<file path="config.mk">
export PLATFORM = sky130hd
export DESIGN_NAME = csi2_pkt_parser
export DESIGN_NICKNAME = d
export VERILOG_FILES = /design/src/rtl/csi2_pkt_pkg.sv /design/src/rtl/csi2_dt_classify.sv /design/src/rtl/csi2_crc16_step.sv /design/src/rtl/csi2_sync_decode.sv /design/src/rtl/csi2_pkt_parser.sv
export SDC_FILE = /design/constraint.sdc
export NUM_CORES = 1
export LEC_CHECK = 0
export BUFFER_PORTS_ARGS = -buffer_cell sky130_fd_sc_hd__buf_2
export CAP_MARGIN = 0
export CELL_PAD_IN_SITES_DETAIL_PLACEMENT = 1
export CELL_PAD_IN_SITES_GLOBAL_PLACEMENT = 1
export CORE_ASPECT_RATIO = 0.8
export CORE_UTILIZATION = 44
export DETAILED_ROUTE_END_ITERATION = 10
export PLACE_DENSITY = 0.82
export RECOVER_POWER = 50
export SYNTH_ARGS = -nofsm -noshare
export SYNTH_HDL_FRONTEND = slang
export SYNTH_HIERARCHICAL = 1
export SYNTH_SLANG_ARGS = --single-unit
export TNS_END_PERCENT = 5
</file>
<file path="constraint.sdc">
create_clock -name clk -period 2.6 [get_ports clk]
set_clock_uncertainty 0.15 [all_clocks]
set_input_delay 0.39 -clock clk [delete_from_list [all_inputs] [get_ports clk]]
set_output_delay 0.39 -clock clk [all_outputs]
set_load 0.01 [all_outputs]
</file>
<file path="src/rtl/csi2_pkt_pkg.sv">
package csi2_pkt_pkg;

    localparam int unsigned BYTE_W = 8;
    localparam int unsigned CRC_W  = 16;

    // data type ranges (upper bounds, inclusive)
    localparam logic [5:0] DT_SYNC_MAX  = 6'h07;
    localparam logic [5:0] DT_SHORT_MAX = 6'h0F;
    localparam logic [5:0] DT_LONG_MAX  = 6'h37;

    localparam logic [CRC_W-1:0] CRC_SEED      = 16'hFFFF;
    localparam logic [CRC_W-1:0] CRC_POLY_REFL = 16'h8408;

    typedef enum logic [1:0] {
        CLS_SYNC,
        CLS_GENERIC,
        CLS_LONG,
        CLS_RSVD
    } pkt_class_e;

    typedef enum logic [2:0] {
        ST_IDLE,
        ST_HDR,
        ST_PAYLOAD,
        ST_FOOT,
        ST_DRAIN
    } parse_state_e;

endpackage

</file>
<file path="src/rtl/csi2_dt_classify.sv">
module csi2_dt_classify
    import csi2_pkt_pkg::*;
#(
    parameter int unsigned DT_W = 6
) (
    input  logic [DT_W-1:0] dt,
    output pkt_class_e      cls
);
    localparam logic [DT_W-1:0] SYNC_MAX  = DT_W'(DT_SYNC_MAX);
    localparam logic [DT_W-1:0] SHORT_MAX = DT_W'(DT_SHORT_MAX);
    localparam logic [DT_W-1:0] LONG_MAX  = DT_W'(DT_LONG_MAX);

    always_comb begin
        if (dt <= SYNC_MAX)       cls = CLS_SYNC;
        else if (dt <= SHORT_MAX) cls = CLS_GENERIC;
        else if (dt <= LONG_MAX)  cls = CLS_LONG;
        else                      cls = CLS_RSVD;
    end
endmodule

</file>
<file path="src/rtl/csi2_crc16_step.sv">
module csi2_crc16_step
    import csi2_pkt_pkg::*;
#(
    parameter int unsigned         DATA_W = 8,
    parameter logic [CRC_W-1:0]    POLY   = CRC_POLY_REFL
) (
    input  logic [CRC_W-1:0]  crc_in,
    input  logic [DATA_W-1:0] data,
    output logic [CRC_W-1:0]  crc_out
);
    logic [CRC_W-1:0] chain [0:DATA_W];

    assign chain[0] = crc_in;

    // one shift stage per data bit, least significant bit first
    for (genvar i = 0; i < DATA_W; i++) begin : g_bit
        logic fb;
        assign fb          = chain[i][0] ^ data[i];
        assign chain[i+1]  = (chain[i] >> 1) ^ (fb ? POLY : '0);
    end

    assign crc_out = chain[DATA_W];
endmodule

</file>
<file path="src/rtl/csi2_sync_decode.sv">
module csi2_sync_decode #(
    parameter int unsigned DT_W  = 6,
    parameter int unsigned N_EVT = 4
) (
    input  logic             en,
    input  logic [DT_W-1:0]  dt,
    output logic [N_EVT-1:0] evt
);
    // event i fires for synchronisation code i
    for (genvar i = 0; i < N_EVT; i++) begin : g_evt
        assign evt[i] = en && (dt == DT_W'(i));
    end
endmodule

</file>
<file path="src/rtl/csi2_pkt_parser.sv">
module csi2_pkt_parser
    import csi2_pkt_pkg::*;
#(
    parameter int unsigned WC_W = 16,
    parameter int unsigned VC_W = 2,
    parameter int unsigned DT_W = 6
) (
    input  logic            clk,
    input  logic            rst_n,
    input  logic            in_valid,
    input  logic [7:0]      in_byte,
    input  logic            in_sot,
    input  logic            in_eot,
    output logic            hdr_valid,
    output logic [VC_W-1:0] hdr_vc,
    output logic [DT_W-1:0] hdr_dt,
    output logic [WC_W-1:0] hdr_field,
    output logic [7:0]      hdr_ecc,
    output logic            sp_valid,
    output logic [VC_W-1:0] sp_vc,
    output logic [DT_W-1:0] sp_dt,
    output logic [WC_W-1:0] sp_data,
    output logic            evt_frame_start,
    output logic            evt_frame_end,
    output logic            evt_line_start,
    output logic            evt_line_end,
    output logic            pl_valid,
    output logic [7:0]      pl_byte,
    output logic [VC_W-1:0] pl_vc,
    output logic [DT_W-1:0] pl_dt,
    output logic            pl_last,
    output logic            crc_error,
    output logic            rsvd_error,
    output logic            trunc_error
);
    localparam int unsigned DID_W   = VC_W + DT_W;
    localparam int unsigned N_EVT   = 4;
    localparam int unsigned HBYTE_W = 2;
    localparam logic [HBYTE_W-1:0] HDR_LAST = HBYTE_W'(3);

    typedef struct packed {
        parse_state_e         st;
        logic [HBYTE_W-1:0]   hcnt;
        logic [DID_W-1:0]     did;
        logic [WC_W-1:0]      field;
        logic [7:0]           ecc;
        logic [WC_W-1:0]      remain;
        logic [CRC_W-1:0]     crc;
        logic [7:0]           foot_lo;
        logic                 foot_half;
        logic                 hdr_valid;
        logic                 sp_valid;
        logic [N_EVT-1:0]     evt;
        logic                 pl_valid;
        logic [7:0]           pl_byte;
        logic                 pl_last;
        logic                 crc_error;
        logic                 rsvd_error;
        logic                 trunc_error;
    } parse_t;

    parse_t q, d;

    pkt_class_e       cls;
    logic [N_EVT-1:0] sync_evt;
    logic [CRC_W-1:0] crc_nx;

    csi2_dt_classify #(.DT_W(DT_W)) u_cls (
        .dt  (q.did[DT_W-1:0]),
        .cls (cls)
    );

    csi2_sync_decode #(.DT_W(DT_W), .N_EVT(N_EVT)) u_sync (
        .en  (cls == CLS_SYNC),
        .dt  (q.did[DT_W-1:0]),
        .evt (sync_evt)
    );

    csi2_crc16_step #(.DATA_W(BYTE_W)) u_crc (
        .crc_in  (q.crc),
        .data    (in_byte),
        .crc_out (crc_nx)
    );

    always_comb begin
        d             = q;
        d.hdr_valid   = 1'b0;
        d.sp_valid    = 1'b0;
        d.evt         = '0;
        d.pl_valid    = 1'b0;
        d.pl_last     = 1'b0;
        d.crc_error   = 1'b0;
        d.rsvd_error  = 1'b0;
        d.trunc_error = 1'b0;

        if (in_sot && in_valid) begin
            d.st   = ST_HDR;
            d.did  = in_byte;
            d.hcnt = HBYTE_W'(1);
        end else if (in_eot) begin
            if (q.st == ST_HDR || q.st == ST_PAYLOAD || q.st == ST_FOOT)
                d.trunc_error = 1'b1;
            d.st = ST_IDLE;
        end else if (in_valid) begin
            unique case (q.st)
                ST_HDR: begin
                    d.hcnt = q.hcnt + HBYTE_W'(1);
                    if (q.hcnt == HBYTE_W'(1)) begin
                        d.field[7:0] = in_byte;
                    end else if (q.hcnt == HBYTE_W'(2)) begin
                        d.field[WC_W-1:8] = in_byte[WC_W-9:0];
                    end else if (q.hcnt == HDR_LAST) begin
                        d.ecc       = in_byte;
                        d.hdr_valid = 1'b1;
                        unique case (cls)
                            CLS_SYNC, CLS_GENERIC: begin
                                d.sp_valid = 1'b1;
                                d.evt      = sync_evt;
                                d.st       = ST_DRAIN;
                            end
                            CLS_LONG: begin
                                d.remain    = q.field;
                                d.crc       = CRC_SEED;
                                d.foot_half = 1'b0;
                                d.st        = (q.field == '0) ? ST_FOOT : ST_PAYLOAD;
                            end
                            default: begin
                                d.rsvd_error = 1'b1;
                                d.st         = ST_DRAIN;
                            end
                        endcase
                    end
                end
                ST_PAYLOAD: begin
                    d.pl_valid = 1'b1;
                    d.pl_byte  = in_byte;
                    d.crc      = crc_nx;
                    d.remain   = q.remain - WC_W'(1);
                    if (q.remain == WC_W'(1)) begin
                        d.pl_last   = 1'b1;
                        d.foot_half = 1'b0;
                        d.st        = ST_FOOT;
                    end
                end
                ST_FOOT: begin
                    if (!q.foot_half) begin
                        d.foot_lo   = in_byte;
                        d.foot_half = 1'b1;
                    end else begin
                        d.crc_error = ({in_byte, q.foot_lo} != q.crc);
                        d.st        = ST_DRAIN;
                    end
                end
                default: ;
            endcase
        end
    end

    always_ff @(posedge clk or negedge rst_n) begin
        if (!rst_n) q <= '0;
        else        q <= d;
    end

    assign hdr_valid       = q.hdr_valid;
    assign hdr_vc          = q.did[DID_W-1:DT_W];
    assign hdr_dt          = q.did[DT_W-1:0];
    assign hdr_field       = q.field;
    assign hdr_ecc         = q.ecc;
    assign sp_valid        = q.sp_valid;
    assign sp_vc           = q.did[DID_W-1:DT_W];
    assign sp_dt           = q.did[DT_W-1:0];
    assign sp_data         = q.field;
    assign evt_frame_start = q.evt[0];
    assign evt_frame_end   = q.evt[1];
    assign evt_line_start  = q.evt[2];
    assign evt_line_end    = q.evt[3];
    assign pl_valid        = q.pl_valid;
    assign pl_byte         = q.pl_byte;
    assign pl_vc           = q.did[DID_W-1:DT_W];
    assign pl_dt           = q.did[DT_W-1:0];
    assign pl_last         = q.pl_last;
    assign crc_error       = q.crc_error;
    assign rsvd_error      = q.rsvd_error;
    assign trunc_error     = q.trunc_error;

    // payload counter never idles at zero while payload is still expected
    assert_no_underflow_R6: assert property (@(posedge clk) disable iff (!rst_n)
        (q.st == ST_PAYLOAD) |-> (q.remain != '0));

    assert_crc_single_pulse_R7: assert property (@(posedge clk) disable iff (!rst_n)
        crc_error |=> !crc_error);

    assert_evt_onehot_R4: assert property (@(posedge clk) disable iff (!rst_n)
        $onehot0({evt_frame_start, evt_frame_end, evt_line_start, evt_line_end}));

    assert_evt_with_short_R4: assert property (@(posedge clk) disable iff (!rst_n)
        (evt_frame_start || evt_frame_end || evt_line_start || evt_line_end) |-> sp_valid);

    assert_short_event_with_hdr_R3: assert property (@(posedge clk) disable iff (!rst_n)
        sp_valid |-> hdr_valid);

    assert_short_no_payload_R3: assert property (@(posedge clk) disable iff (!rst_n)
        sp_valid |=> !pl_valid);

    assert_payload_exclusive_R5: assert property (@(posedge clk) disable iff (!rst_n)
        pl_valid |-> (!hdr_valid && !sp_valid));

    assert_last_needs_valid_R5: assert property (@(posedge clk) disable iff (!rst_n)
        pl_last |-> pl_valid);

    assert_rsvd_with_hdr_R8: assert property (@(posedge clk) disable iff (!rst_n)
        rsvd_error |-> (hdr_valid && !sp_valid));

endmodule

</file>
==> key figures <==
Cells and area
  – Post-layout util: 48.4%
  – Non-filler cells, final: 713
  – Fin nets: 555
  – Layout area overhead: 7.24%
  – Ant. Diodes: 0
  – Layout cells sized above 1: 28.2%
  – Fill count: 1363

Placement
  – Placed cell count: 696
  – DP HPWL: 9710 um
  – Port buffer count: 95
  – GP Congestion: 0.865

Routing
  – Drt wl/cell: 19.3 um
  – WL met3: 578 um
  – Wire length on met1: 6330 um
  – DR WL met2: 6720 um
  – Top Metal Used: met4
  – Remaining DRCs: 0
  – Initial drt markers: 262
  – First-pass iteration count of the detailed router: 4
  – ANT nets after route: 0
  – Routed vias/inst: 5.39
  – WL final: 13800 um
  – Vias post-DR: 3843

Timing
  – Rel. slew slack: 34.9%
  – Final setup fails: 0
  – Worst slew pin tran: 0.976 ns
  – Endpoints failing hold: 0
  – Final min period: 2.33 ns
  – Fin. max-slew vios: 0
  – RSZ-0062 raised after global routing: no
  – Period utilization: 89.5%
  – Setup TNS Final: 0 ns
  – Fmax: 430 MHz

Setup path
  – Register-to-Register Path Depth: 9
  – Reg2reg end: q[29]$_DFFE_PN0P_
  – Max FO, Critical Path: 18
  – Worst path required time: 2.73 ns
  – FF-to-FF setup slack: 0.27 ns
  – Crit path launch type: flip-flop
  – Critical path class: reg -> reg
  – Worst R2R Start: q[92]$_DFFE_PN0P_
  – Crit path DAT: 2.46 ns
  – Critical Path Sink Type: flip-flop

Floorplan
  – IO Pins: 96
  – Die area: 0.0130 mm^2
  – Initial Util: 45.2%
  – Die Span Y: 102 um
  – Total core area: 0.0122 mm^2
  – Cell Rows: 36
  – Width of the die: 127 um

CTS
  – Clock latency on the worst-skew pair: 0.35 ns
  – Post-CTS resize count: 0
  – Clock buffer depth: 2
  – Hold buffers post-CTS: 1
  – # Post-CTS Setup Buffers: 0
  – Clk root buf: clkbuf_16
  – Clk slew on worst S/H paths: 0.07 ns
  – TritonCTS buffer count: 9
  – CTS tree: yes
  – Clock sink count: 97
  – H-tree lvl count: 3

Power and ir drop
  – Leak: 2.80 nW
  – Net Sw Frac: 31.5%
  – Comb pwr share: 24.9%
  – P_int: 3.10 mW
  – Clk pwr share: 31.3%
  – Reg power frac: 43.8%
  – Power Density: 766 mW/mm^2
  – Worst IR Drop VDD: 340 uV
  – NetSw: 1.43 mW

Worst hold path
  – Hold path depth: 2
  – Hold Startpoint: in_eot
  – Worst Hold Class: in -> reg
  – Hold EP: trunc_error$_DFF_PN0_

Global route
  – Global route overflow: 0
  – Vias in the first global route: 3929
  – Largest net degree at the start of global routing: 40
  – Initial antenna violation count: 0
  – Tot GR Track Use: 22.8%
  – First-pass GRT wire length: 22300 um

Yosys
  – Largest cells by area after synthesis: dfrtp_1 (44%), buf_4 (11%), mux2_2 (10%)
  – Register area share after synthesis: 44.0%
  – Syn Area/Cell: 10.8 um^2
  – Synthesized area: 0.00551 mm^2
  – Number of synthesized flops with an enable pin: 0
  – Synth top area share: 44.0%
  – Predominant post-synthesis flop cell: dfrtp_1
  – Cells after synthesis: 512
  – Count of unique library cells instantiated by Yosys: 62
  – Syn nets: 530
  – Yosys top cell by area: dfrtp_1
  – FF+latch count, synth: 97
  – Synth Warn #: 6
  – FFs w/ async S/R, synth: 100%

Run status
  – Status: finished, final reports clean

Flow run
  – Max cap viols: 0
==> cell usage after synthesis, types with 3 or more instances <==
master,number
nor3_1,7
o21ai_1,4
buf_4,78
clkbuf_1,5
o31a_1,3
inv_1,9
and2_1,4
nand2b_1,7
a31oi_1,4
nor2_1,24
xnor3_1,3
o22a_1,3
a21oi_1,16
mux2_2,49
buf_2,9
xnor2_1,23
a22oi_1,4
xnor2_2,3
ha_1,5
nor4_1,10
nand2_1,49
xor2_1,4
nand3_1,7
xor3_1,6
o21ai_0,28
nand4_1,8
o2bb2ai_1,3
dfrtp_1,97
==> layout by cell type, fill, tap and decap left out, types with 5 or more instances in the layout <==
master / instances
xor3_1: 6
nor3_1: 7
xnor2_1: 23
clkbuf_16: 9
nand2_1: 49
o21ai_0: 28
nor4_1: 10
nor2_1: 24
mux2_2: 49
nand4_1: 8
inv_1: 9
ha_1: 5
a21oi_1: 16
dfrtp_1: 97
nand3_1: 7
clkbuf_1: 36
buf_4: 7
nand2b_1: 7
buf_2: 61
==> state kept, by name, indices dropped and copies added (netlist names) <==
register         cells
evt_line_start       1
pl_byte              8
hdr_field           16
evt_frame_start      1
hdr_vc               2
pl_last              1
sp_valid             1
hdr_valid            1
hdr_ecc              8
hdr_dt               6
rsvd_error           1
q                   46
evt_frame_end        1
pl_valid             1
crc_error            1
evt_line_end         1
trunc_error          1
==> worst max path at each step <==
stage / from / to / slack [ns] / cells past startpoint
5_1_grt: rst_n / q[27]$_DFFE_PN0P_ / 0.09 / 3
3_5_place_dp: q[92]$_DFFE_PN0P_ / q[29]$_DFFE_PN0P_ / 0.29 / 9
3_3_place_gp: q[92]$_DFFE_PN0P_ / q[39]$_DFFE_PN0P_ / 0.44 / 9
2_1_floorplan: hdr_dt[5]$_DFFE_PN0P_ / q[58]$_DFFE_PN0P_ / 0.57 / 7
6_report: q[92]$_DFFE_PN0P_ / q[29]$_DFFE_PN0P_ / 0.27 / 9
4_1_cts: hdr_dt[5]$_DFFE_PN0P_ / q[29]$_DFFE_PN0P_ / 0.26 / 9
==> layout make-up <==
type                       instances  area (um^2)  area share (%)
sequential                        97         2430            41.1
multi-input combinational        313         2390            40.4
timing repair buffer             107          529            8.95
clock buffer                      13          270            4.57
tap                              171          214            3.62
clock inverter                     3         46.3           0.783
inverter                           9         33.8           0.572
==> through the flow <==
stage,setup slack (ns),total power [mW],hold slack (ns),instance area [um^2]
6_report,0.274,4.53,0.226,5910
4_1_cts,0.263,4.58,0.214,5980
3_3_place_gp,0.442,3.08,0.251,5650
5_1_grt,0.0937,4.78,0.221,5910
3_5_place_dp,0.294,3.15,0.253,5650
2_1_floorplan,0.575,2.98,-0.0556,5510
==> power by group through the flow <==
stage          Sequential (mW)  Clock, mW  Combinational, mW
2_1_floorplan             1.92          0               1.06
3_3_place_gp              1.99          0               1.09
3_5_place_dp              2.01          0               1.14
4_1_cts                   1.98       1.45               1.15
5_1_grt                   2.02       1.52               1.24
6_report                  1.98       1.42               1.13
==> metal layers <==
layer	vias up	track usage (%)
met1	1990	30.1
met5	-	0
li1	1755	-
met2	89	38.6
met3	9	5.39
met4	0	5.40
==> worst max-delay path, stage by stage (launching register included) <==
cell	delay, ns
dfrtp_1	0.44
inv_1	0.08
ha_1	0.23
nor2_1	0.19
nand4_1	0.22
o31ai_4	0.23
buf_4	0.26
buf_4	0.25
o21ai_0	0.13
nand2_1	0.10
==> kinds of logic after synthesis <==
family                   synth area share (%)
AND/OR/NAND/NOR                          13.2
multiplexers                             10.0
AO/OA/AOI/OAI                            9.72
XOR/XNOR                                 9.28
buffers and inverters                    12.6
adder cells (fa/ha/maj)                  1.14
flip-flops                               44.0
Note: power is estimated with default switching activity, not from simulation.
